<file path="config.mk">
export PLATFORM = sky130hd
export DESIGN_NAME = i2cs_stretch_slave
export DESIGN_NICKNAME = d
export VERILOG_FILES = /design/src/rtl/i2cs_pkg.sv /design/src/rtl/i2cs_line_sync.sv /design/src/rtl/i2cs_low_timer.sv /design/src/rtl/i2cs_stretch_slave.sv
export SDC_FILE = /design/constraint.sdc
export NUM_CORES = 1
export LEC_CHECK = 0
export BUFFER_PORTS_ARGS = -buffer_cell sky130_fd_sc_hd__buf_4
export CORE_MARGIN = 5
export CORE_UTILIZATION = 55
export CTS_CLUSTER_SIZE = 10
export DETAILED_ROUTE_END_ITERATION = 8
export GPL_ROUTABILITY_DRIVEN = 0
export GPL_TIMING_DRIVEN = 0
export HOLD_SLACK_MARGIN = 0.15
export PLACE_DENSITY = 0.76
export SYNTH_ARGS = -nofsm -noshare
export SYNTH_HDL_FRONTEND = slang
export SYNTH_SLANG_ARGS = --single-unit
export TNS_END_PERCENT = 20
</file>
<file path="constraint.sdc">
create_clock -name clk_i -period 1.9 [get_ports clk_i]
set_input_delay 0.38 -clock clk_i [delete_from_list [all_inputs] [get_ports clk_i]]
set_output_delay 0.38 -clock clk_i [all_outputs]
set_load 0.02 [all_outputs]
</file>
<file path="src/rtl/i2cs_pkg.sv">
package i2cs_pkg;
  typedef enum logic [2:0] {
    PH_IDLE,
    PH_ADDR,
    PH_RX,
    PH_TX,
    PH_SKIP
  } phase_e;

  localparam logic [1:0] REG_CTRL = 2'd0;
  localparam logic [1:0] REG_OWN  = 2'd1;
  localparam logic [1:0] REG_DATA = 2'd2;
  localparam logic [1:0] REG_STAT = 2'd3;

  localparam int CTRL_STR_EN  = 0;
  localparam int CTRL_STR_AT8 = 1;
  localparam int CTRL_NACK    = 2;
  localparam int CTRL_W       = 3;

  localparam int STAT_BUSY = 0;
  localparam int STAT_STR  = 1;
  localparam int STAT_OVR  = 2;
  localparam int STAT_TO   = 3;
  localparam int STAT_RXF  = 4;
  localparam int STAT_RW   = 5;
endpackage

</file>
<file path="src/rtl/i2cs_line_sync.sv">
module i2cs_line_sync #(
  parameter int unsigned STAGES = 2
) (
  input  logic clk_i,
  input  logic rst_ni,
  input  logic line_i,
  output logic lvl_o,
  output logic rise_o,
  output logic fall_o
);
  logic [STAGES:0] pipe_q;

  always_ff @(posedge clk_i or negedge rst_ni) begin
    if (!rst_ni) pipe_q <= '1;
    else         pipe_q <= {pipe_q[STAGES-1:0], line_i};
  end

  assign lvl_o  = pipe_q[STAGES-1];
  assign rise_o = pipe_q[STAGES-1] & ~pipe_q[STAGES];
  assign fall_o = ~pipe_q[STAGES-1] & pipe_q[STAGES];
endmodule

</file>
<file path="src/rtl/i2cs_low_timer.sv">
module i2cs_low_timer #(
  parameter int unsigned LIMIT = 1000
) (
  input  logic clk_i,
  input  logic rst_ni,
  input  logic count_en_i,
  input  logic clr_i,
  output logic flag_o
);
  localparam int unsigned CW = $clog2(LIMIT + 1);
  localparam logic [CW-1:0] LAST = CW'(LIMIT - 1);
  localparam logic [CW-1:0] TOP  = CW'(LIMIT);

  logic [CW-1:0] cnt_q;

  always_ff @(posedge clk_i or negedge rst_ni) begin
    if (!rst_ni) begin
      cnt_q  <= '0;
      flag_o <= 1'b0;
    end else begin
      if (!count_en_i)       cnt_q <= '0;
      else if (cnt_q != TOP) cnt_q <= cnt_q + 1'b1;
      if (clr_i) flag_o <= 1'b0;
      if (count_en_i && cnt_q == LAST) flag_o <= 1'b1;
    end
  end

  p_flag_needs_low_r10: assert property (@(posedge clk_i) disable iff (!rst_ni)
    $rose(flag_o) |-> $past(count_en_i));
endmodule

</file>
<file path="src/rtl/i2cs_stretch_slave.sv">
module i2cs_stretch_slave
  import i2cs_pkg::*;
#(
  parameter int unsigned CLK_HZ      = 125_000_000,
  parameter int unsigned TIMEOUT_MS  = 30,
  parameter int unsigned SYNC_STAGES = 2
) (
  input  logic       clk_i,
  input  logic       rst_ni,
  input  logic       scl_i,
  input  logic       sda_i,
  output logic       scl_oe_o,
  output logic       sda_oe_o,
  input  logic       reg_we_i,
  input  logic       reg_re_i,
  input  logic [1:0] reg_addr_i,
  input  logic [7:0] reg_wdata_i,
  output logic [7:0] reg_rdata_o
);
  localparam int unsigned CYC_PER_MS = CLK_HZ / 1000;
  localparam int unsigned TO_LIMIT   = CYC_PER_MS * TIMEOUT_MS;

  logic scl_lvl, scl_rise, scl_fall, sda_lvl, sda_rise, sda_fall;

  i2cs_line_sync #(.STAGES(SYNC_STAGES)) u_scl_sync (
    .clk_i, .rst_ni, .line_i(scl_i), .lvl_o(scl_lvl), .rise_o(scl_rise), .fall_o(scl_fall));
  i2cs_line_sync #(.STAGES(SYNC_STAGES)) u_sda_sync (
    .clk_i, .rst_ni, .line_i(sda_i), .lvl_o(sda_lvl), .rise_o(sda_rise), .fall_o(sda_fall));

  phase_e            phase_q;
  logic [CTRL_W-1:0] ctrl_q;
  logic [6:0]        own_q;
  logic [7:0]        buf_q, sh_q;
  logic [3:0]        cnt_q;
  logic slot_q, busy_q, str_q, ovr_q, rx_full_q, rw_q, m_nack_q, to_flag;

  logic start_evt, stop_evt, engaged, bit_rise, bit_fall, addr_hit;
  logic wr_ctrl, wr_own, wr_data, wr_stat, rd_data, clr_str, clr_ovr, clr_to;
  logic str_at8, str_at9;

  assign start_evt = sda_fall & scl_lvl;
  assign stop_evt  = sda_rise & scl_lvl;
  assign engaged   = (phase_q == PH_ADDR) || (phase_q == PH_RX) || (phase_q == PH_TX);
  assign bit_rise  = engaged & scl_rise;
  assign bit_fall  = engaged & scl_fall & (cnt_q != 4'd0);
  assign addr_hit  = (sh_q[7:1] == own_q);
  assign str_at8   = ctrl_q[CTRL_STR_EN] & ctrl_q[CTRL_STR_AT8];
  assign str_at9   = ctrl_q[CTRL_STR_EN] & ~ctrl_q[CTRL_STR_AT8];

  assign wr_ctrl = reg_we_i && reg_addr_i == REG_CTRL;
  assign wr_own  = reg_we_i && reg_addr_i == REG_OWN;
  assign wr_data = reg_we_i && reg_addr_i == REG_DATA;
  assign wr_stat = reg_we_i && reg_addr_i == REG_STAT;
  assign rd_data = reg_re_i && reg_addr_i == REG_DATA;
  assign clr_str = wr_stat & reg_wdata_i[STAT_STR];
  assign clr_ovr = wr_stat & reg_wdata_i[STAT_OVR];
  assign clr_to  = wr_stat & reg_wdata_i[STAT_TO];

  always_ff @(posedge clk_i or negedge rst_ni) begin
    if (!rst_ni) begin
      phase_q <= PH_IDLE; ctrl_q <= '0; own_q <= '0; buf_q <= '0; sh_q <= '0;
      cnt_q <= '0; slot_q <= 1'b0; busy_q <= 1'b0; str_q <= 1'b0; ovr_q <= 1'b0;
      rx_full_q <= 1'b0; rw_q <= 1'b0; m_nack_q <= 1'b0;
    end else begin
      if (wr_ctrl) ctrl_q <= reg_wdata_i[CTRL_W-1:0];
      if (wr_own)  own_q  <= reg_wdata_i[6:0];
      if (wr_data) buf_q  <= reg_wdata_i;
      if (rd_data) rx_full_q <= 1'b0;
      if (clr_str) str_q <= 1'b0;
      if (clr_ovr) ovr_q <= 1'b0;
      // keep the outgoing byte tracking the buffer while the clock is held
      if (str_q && phase_q == PH_TX && cnt_q == 4'd0) sh_q <= buf_q;

      if (start_evt) begin
        phase_q <= PH_ADDR; cnt_q <= '0; slot_q <= 1'b0; busy_q <= 1'b0; m_nack_q <= 1'b0;
      end else if (stop_evt) begin
        phase_q <= PH_IDLE; cnt_q <= '0; slot_q <= 1'b0; busy_q <= 1'b0;
      end else if (bit_rise) begin
        if (cnt_q == 4'd0) busy_q <= 1'b1;
        if (cnt_q < 4'd8 && phase_q != PH_TX) sh_q <= {sh_q[6:0], sda_lvl};
        if (cnt_q == 4'd8 && phase_q == PH_TX) m_nack_q <= sda_lvl;
        cnt_q <= cnt_q + 4'd1;
      end else if (bit_fall) begin
        if (cnt_q == 4'd8) begin
          busy_q <= 1'b0;
          slot_q <= 1'b1;
          unique case (phase_q)
            PH_ADDR: begin
              if (addr_hit) begin
                rw_q <= sh_q[0];
                if (str_at8) str_q <= 1'b1;
              end else phase_q <= PH_SKIP;
            end
            PH_RX: begin
              if (rx_full_q && !rd_data) ovr_q <= 1'b1;
              else begin
                buf_q     <= sh_q;
                rx_full_q <= 1'b1;
              end
              if (str_at8) str_q <= 1'b1;
            end
            default: if (str_at8) str_q <= 1'b1;
          endcase
        end else if (cnt_q == 4'd9) begin
          cnt_q  <= '0;
          slot_q <= 1'b0;
          unique case (phase_q)
            PH_ADDR: begin
              phase_q <= rw_q ? PH_TX : PH_RX;
              if (rw_q) sh_q <= buf_q;
              if (str_at9) str_q <= 1'b1;
            end
            PH_TX: begin
              if (m_nack_q) phase_q <= PH_SKIP;
              else begin
                sh_q <= buf_q;
                if (str_at9) str_q <= 1'b1;
              end
            end
            default: if (str_at9) str_q <= 1'b1;
          endcase
        end else if (phase_q == PH_TX) begin
          sh_q <= {sh_q[6:0], 1'b0};
        end
      end
    end
  end

  i2cs_low_timer #(.LIMIT(TO_LIMIT)) u_low_timer (
    .clk_i, .rst_ni,
    .count_en_i(~scl_lvl & (phase_q != PH_IDLE)),
    .clr_i(clr_to),
    .flag_o(to_flag)
  );

  logic ack_drv, tx_drv;
  assign ack_drv  = slot_q & ((phase_q == PH_ADDR) | ((phase_q == PH_RX) & ~ctrl_q[CTRL_NACK]));
  assign tx_drv   = (phase_q == PH_TX) & ~slot_q & ~sh_q[7];
  assign sda_oe_o = ack_drv | tx_drv;
  assign scl_oe_o = str_q;

  always_comb begin
    unique case (reg_addr_i)
      REG_CTRL: reg_rdata_o = {{(8-CTRL_W){1'b0}}, ctrl_q};
      REG_OWN:  reg_rdata_o = {1'b0, own_q};
      REG_DATA: reg_rdata_o = buf_q;
      default:  reg_rdata_o = {2'b00, rw_q, rx_full_q, to_flag, ovr_q, str_q, busy_q};
    endcase
  end

  p_hold_ends_by_clear_r6: assert property (@(posedge clk_i) disable iff (!rst_ni)
    $fell(scl_oe_o) |-> $past(clr_str));
  p_release_after_clear_r6: assert property (@(posedge clk_i) disable iff (!rst_ni)
    (clr_str && !bit_fall) |=> !scl_oe_o);
  p_ack_follows_ctrl_r7: assert property (@(posedge clk_i) disable iff (!rst_ni)
    (scl_oe_o && slot_q && phase_q == PH_RX) |-> (sda_oe_o == !ctrl_q[CTRL_NACK]));
  p_overrun_discard_r5: assert property (@(posedge clk_i) disable iff (!rst_ni)
    (bit_fall && cnt_q == 4'd8 && phase_q == PH_RX && rx_full_q && !rd_data && !wr_data
     && !start_evt && !stop_evt) |=> (ovr_q && $stable(buf_q)));
  p_quiet_when_off_r4: assert property (@(posedge clk_i) disable iff (!rst_ni)
    (phase_q == PH_IDLE || phase_q == PH_SKIP) |-> !sda_oe_o);
  p_busy_drops_r9: assert property (@(posedge clk_i) disable iff (!rst_ni)
    (bit_fall && cnt_q == 4'd8 && !start_evt && !stop_evt) |=> !busy_q);
endmodule

</file>
==> flow_metrics.tcl, run 1 <==
set metrics [dict create \
    dr.pass1.iters 5 \
    grt.overflow.total 0 \
    syn_inst 461 \
    synthDominantCellAreaShare 0.370 \
    drt-total-wl_um 11800 \
    final_area_mm2 0.00523 \
    die_area_mm2 0.00960 \
    final.fill_count 605 \
    slew_headroom 0.401 \
    layout_commonest_cell "dfrtp_1" \
    required_ns 2.14 \
    io_pins 26 \
    end_kind "register" \
    avgRoutedWirePerCell_um 18.9 \
    netlist_area_mm2 0.00426 \
    cp_data_arrival_time_ns 2.27 \
    setup_viol 10 \
    root_buffer "clkbuf_8" \
    path_clk_slew_ns 0.09 \
    fin_crit_ns 2.03 \
    hold_viol 0 \
    portBuffers 25 \
    avgViaCountPerCell 6.36 \
    die_w_um 98.0 \
    swShare 0.330 \
    clockBufferDepth 2 \
    layout-drive-gt1-share 0.284 \
    worstMarginPinSlew_ns 0.898 \
    cts_buffers 9 \
    final_max_slew_viol_count 0 \
    path_max_fanout 5 \
    start_util 0.556 \
    antenna_left 0 \
    power_frac_comb 0.271 \
    drv_cap 0 \
    finalSetupTns_ns -0.470 \
    synth-edff-count 0 \
    grt_antenna_before_repair 0 \
    die_h_um 98.0 \
    antenna_cells 0 \
    grtUsageTotal 0.240 \
    final.setup_skew_ns 0.0129 \
    synth_seq_area_share 0.408 \
    syn_area_per_cell_um2 9.23 \
    grt_pass1_vias 3849 \
    rows 32 \
    mostFrequentLayoutCells "dfrtp_1 (60), nor2_1 (56), buf_4 (45)" \
    crit_path_start_kind "register" \
    cts_tree "yes" \
    clock_power_share 0.314 \
    rsz0062_at_grt "yes" \
    violations "negative setup slack" \
    powerDensity_mw_per_mm2 828 \
    vias 3979 \
    synthToLayoutAreaGrowth_pct 22.8 \
    yosys_warnings 0 \
    fin_nets 540 \
    crit_type "reg -> reg" \
    ys_types 61 \
    run_status "complete, but fails checks" \
    drc 0 \
    p_sw_mw 1.43 \
    postPlaceCellArea_mm2 0.00457 \
    leakage_nw 2.11 \
    dp_hpwl_um 7450 \
    cts.sink_count 69 \
    seqPwrFrac 0.415 \
    worst_slack_ns -0.128 \
    drt_iter0_drc 294 \
    syn_nets 482 \
    clkLatencyLatePin_ns 0.35 \
    ys_seq_elements 69 \
    grt_max_degree 70 \
    max_freq_mhz 493 \
    grt_first_pass_wirelength_um 18900 \
    min_path_type "in -> async" \
    core_area_mm2 0.00765 \
    ir_worst_vdd_uv 457 \
    synthTopCellsByArea "dfrtp_1 (37%), nor2_1 (5.2%), mux2_2 (4.2%)" \
    ys_async_sr_fraction 1.00 \
    min_period_over_period 1.07 \
    internal_power_mw 2.90 \
    yosysTopAreaCell "dfrtp_1" \
    htree_levels 3 \
    synthFlopType "dfrtp_1" \
]
-- Yosys cell counts, drive strengths merged (2+ instances only) --
library cell and n:
a211oi 4, clkbuf 13, buf 13, nand3b 6, o22ai 14, nor3 19
o32ai 6, a22o 4, a21oi 29, mux2i 17, nor3b 6, o221ai 3
dfstp 6, nand2 39, or2 4, nor2 59, dfrtp 63, nand3 13
mux2 16, a41oi 2, nand2b 6, nand4 6, and2 7, o41ai 2
nor2b 5, o31a 2, and3b 3, xnor2 18, o21ai 24, mux4 3
xor2 8, or3 5, nor4 4, and4 4, ha 5, inv 10
-- flip-flops by register name, summed over array words and instances, names as in the netlist, 3 cells and up --
name / count
u_low_timer.cnt_q: 22
buf_q: 8
sh_q: 8
own_q: 7
cnt_q: 4
ctrl_q: 3
phase_q: 3
u_scl_sync.pipe_q: 3
u_sda_sync.pipe_q: 3
-- area by class of cell --
type                            count  area [um^2]  area share
Clock inverter                      7         98.8      0.0189
Buffer                             25          159      0.0304
Tap cell                          102          128      0.0244
Clock buffer                        9          124      0.0237
Multi-Input combinational cell    356         2550       0.487
Sequential cell                    69         1740       0.333
Inverter                           10         37.5     0.00718
Timing Repair Buffer               48          394      0.0754
-- repair_timing --
action / in CTS / in global routing
setup endpoints to repair: 40 / 31
gates resized for setup: 25 / 36
pin swaps: 5 / 21
endpoints found under the hold margin: 2 / 0
cloned: 1 / 1
hold buffers: 2 / 0
buffers inserted: 15 / 4
-- worst max-delay path, stage by stage (launching register included) --
cell	delay [ns]
dfrtp_1	0.38
inv_2	0.07
ha_4	0.18
nor4bb_4	0.15
buf_4	0.17
o221a_4	0.24
clkbuf_16	0.16
a211oi_1	0.32
o31a_1	0.18
o22ai_1	0.08
-- worst paths after layout --
path                                                   to  cells after the start  slack [ns]                           start
min reg2reg                u_scl_sync.pipe_q[1]$_DFF_PN1_                      0        0.36  u_scl_sync.pipe_q[0]$_DFF_PN1_
max in group asynchronous                rw_q$_DFFE_PN0P_                      1        1.11                          rst_ni
max                                     sh_q[6]$_DFF_PN0_                      9       -0.13            cnt_q[1]$_DFFE_PN0P_
max reg2reg                             sh_q[6]$_DFF_PN0_                      9       -0.13            cnt_q[1]$_DFFE_PN0P_
min                                  cnt_q[3]$_DFFE_PN0P_                      1        0.14                          rst_ni
min in group clk_i                   own_q[4]$_DFFE_PN0P_                      2        0.27                  reg_wdata_i[4]
-- through the flow --
stage | std cells | utilization | worst slack, ns | total power [mW] | hold slack (ns)
after floorplan | 461 | - | 0.00826 | 2.48 | 0.0844
after global placement | 588 | 0.598 | -0.288 | 2.77 | 0.348
after detailed placement | 588 | 0.598 | -0.336 | 2.81 | 0.347
after CTS | 621 | 0.657 | -0.112 | 4.21 | 0.182
after global routing | 626 | 0.683 | -0.316 | 4.51 | 0.214
final | 626 | 0.683 | -0.128 | 4.33 | 0.140
-- power by group through the flow --
stage	logic [mW]	registers [mW]	clock network, mW
floorplan	0.734	1.75	0
finish	1.17	1.80	1.36
global placement	0.975	1.80	0
detailed placement	1.01	1.81	0
CTS	1.07	1.78	1.37
global route	1.26	1.81	1.43
-- cell families (layout without fill, tap and decap cells) --
family,after synthesis,in the layout,synth area share
XOR/XNOR,26,26,0.0535
adder cells (fa/ha/maj),5,5,0.0147
AND/OR/NAND/NOR,191,191,0.227
multiplexers,36,36,0.0982
buffers and inverters,36,99,0.0406
AO/OA/AOI/OAI,98,98,0.158
flip-flops,69,69,0.408
-- layer usage --
layer	GRT usage	wire length, um	vias to the layer above
li1	-	-	1782
met1	0.341	5050	1945
met2	0.373	5540	199
met3	0.0407	809	53
met4	0.0799	439	0
met5	0	0	-
No activity file was read; power rests on OpenSTA's default activity.
==> run 2, diff against run 1 <==
--- a/config.mk
+++ b/config.mk
@@ -5,15 +5,15 @@
 export SDC_FILE = /design/constraint.sdc
 export NUM_CORES = 1
 export LEC_CHECK = 0
+export ABC_CLOCK_PERIOD_IN_PS = 1900
 export BUFFER_PORTS_ARGS = -buffer_cell sky130_fd_sc_hd__buf_4
 export CORE_MARGIN = 5
-export CORE_UTILIZATION = 55
+export CORE_UTILIZATION = 45
 export CTS_CLUSTER_SIZE = 10
 export DETAILED_ROUTE_END_ITERATION = 8
 export GPL_ROUTABILITY_DRIVEN = 0
 export GPL_TIMING_DRIVEN = 0
 export HOLD_SLACK_MARGIN = 0.15
-export PLACE_DENSITY = 0.76
 export SYNTH_ARGS = -nofsm -noshare
 export SYNTH_HDL_FRONTEND = slang
 export SYNTH_SLANG_ARGS = --single-unit
==> flow_metrics.tcl, run 2 (synthesized netlist as in run 1, its figures left out) <==
set metrics [dict create \
    run_status "completed" \
    fin_nets 536 \
    synthToLayoutAreaGrowth_pct 23.7 \
    max_freq_mhz 527 \
    final.setup_skew_ns 0.0120 \
    min_period_over_period 0.999 \
    multi_input_area_mm2 0.00255 \
    end_kind "primary output" \
    power_frac_comb 0.264 \
    min_path_type "in -> async" \
    finalPower_mw 4.33 \
    required_ns 1.52 \
    cts_buffers 9 \
    worstMarginPinSlew_ns 0.919 \
    top_register "u_low_timer.cnt_q" \
    rsz0062_at_grt "yes" \
    die_w_um 107 \
    portBuffers 25 \
    ir_worst_vdd_uv 344 \
    cts_tree "yes" \
    htree_levels 3 \
    setup_viol 0 \
    ff_latch_area_mm2 0.00174 \
    cp_data_arrival_time_ns 1.52 \
    cts.sink_count 69 \
    antenna_cells 0 \
    layout_commonest_cell "dfrtp_1" \
    final_max_slew_viol_count 0 \
    leakage_nw 2.12 \
    seqPwrFrac 0.415 \
    final.fill_count 803 \
    swShare 0.326 \
    hold_viol 0 \
    grt_pass1_vias 3517 \
    avgRoutedWirePerCell_um 17.8 \
    largest_register_ffs 22 \
    start_util 0.461 \
    path_clk_slew_ns 0.08 \
    critPathSlowestCell "dfrtp_1" \
    internal_power_mw 2.92 \
    max_stage_delay_ns 0.37 \
    grt.overflow.total 0 \
    p_sw_mw 1.41 \
    dr.pass1.iters 4 \
    layout-drive-gt1-share 0.287 \
    core_area_mm2 0.00924 \
    rows 35 \
    drt_iter0_drc 325 \
    vias 3726 \
    finalSetupTns_ns 0 \
    fin_util 0.570 \
    avgViaCountPerCell 5.74 \
    clock_power_share 0.321 \
    die_h_um 107 \
    powerDensity_mw_per_mm2 824 \
    antenna_left 0 \
    clkLatencyLatePin_ns 0.35 \
    crit_path_start_kind "register" \
    grt_max_degree 70 \
    crit_path_cell_trace "buf_6 > mux2_2 > a21oi_2 > nor2_2 > buf_4" \
    whs_ns 0.137 \
    crit_type "reg -> out" \
    io_pins 26 \
    grtUsageTotal 0.206 \
    root_buffer "clkbuf_8" \
    slew_headroom 0.387 \
    path_max_fanout 2 \
    top_regs "u_low_timer.cnt_q: 22 flops, buf_q: 8 flops, sh_q: 8 flops" \
    drv_cap 0 \
    die_area_mm2 0.0115 \
    clockBufferDepth 2 \
    grt_first_pass_wirelength_um 18600 \
    grt_antenna_before_repair 0 \
    dp_hpwl_um 7700 \
    fin_crit_ns 1.90 \
    drc 0 \
    mostFrequentLayoutCells "dfrtp_1 (59), nor2_1 (57), buf_4 (40)" \
    drt-total-wl_um 11500 \
]
==> run 2: changes by cell type in the layout (fill, tap and decap cells not counted), moves of 3 or more <==
cell,delta
buf_4,-5
clkbuf_1,-4
clkbuf_2,+4
inv_6,+3
nand2_1,-3
o21ai_0,-7
o21ai_1,+7
==> run 2: through the flow <==
stage	setup slack (ns)	instance area (um^2)	instances
3_3_place_gp	-0.312	4610	615
5_1_grt	-0.0571	5260	649
3_5_place_dp	-0.350	4610	615
4_1_cts	-0.0422	5100	645
2_1_floorplan	0.00826	4260	461
6_report	0.00259	5260	649
==> run 2: cell type report <==
| cell class | count | share of cell area |
|---|---|---|
| Buffer | 22 | 0.0273 |
| Clock buffer | 9 | 0.0235 |
| Clock inverter | 7 | 0.0197 |
| Inverter | 10 | 0.00713 |
| Multi-Input combinational cell | 356 | 0.484 |
| Sequential cell | 69 | 0.330 |
| Tap cell | 129 | 0.0307 |
| Timing Repair Buffer | 47 | 0.0770 |
==> run 2: critical path: cells and delay by family (launching register included) <==
family,cells,cell delay [ns]
DFF,1,0.37
muxes,1,0.34
and+or+nand+nor,1,0.06
AOI/OAI and AO/OA,1,0.14
buffers and inverters,2,0.27
==> run 2: timing repair <==
action                     CTS  global route
setup buffers               14             4
hold buffers                 2             0
pin swaps                    4            10
gates cloned                 1             1
setup endpoints to repair   37            46
hold endpoints to repair     2             0
resized for setup           32            40
==> run 2: metal layers <==
metal  global-route usage  up-vias  share of wire
met2                0.324      110           0.47
met3               0.0307       16          0.052
li1                     -     1767              -
met4               0.0712        0          0.019
met1                0.289     1833           0.46
met5                    0        -              0
==> run 2: path summary, 6_finish.rpt <==
kind,slack (ns),from,cells past startpoint,end
setup / recovery,0.003,phase_q[1]$_DFFE_PN0P_,5,sda_oe_o
hold / removal,0.14,rst_ni,1,sh_q[4]$_DFF_PN0_
setup reg to reg,0.04,cnt_q[1]$_DFFE_PN0P_,8,buf_q[0]$_DFF_PN0_
hold reg to reg,0.36,u_sda_sync.pipe_q[0]$_DFF_PN1_,0,u_sda_sync.pipe_q[1]$_DFF_PN1_
max in group asynchronous,1.08,rst_ni,1,rw_q$_DFFE_PN0P_
min in group clk_i,0.27,reg_wdata_i[4],2,own_q[4]$_DFFE_PN0P_
==> run 2: power groups by stage <==
stage | combinational, mW | sequential [mW] | clock, mW
after floorplan | 0.734 | 1.75 | 0
after global placement | 0.985 | 1.81 | 0
after detailed placement | 1.01 | 1.82 | 0
after CTS | 1.09 | 1.79 | 1.43
after global routing | 1.25 | 1.81 | 1.49
final | 1.14 | 1.80 | 1.39
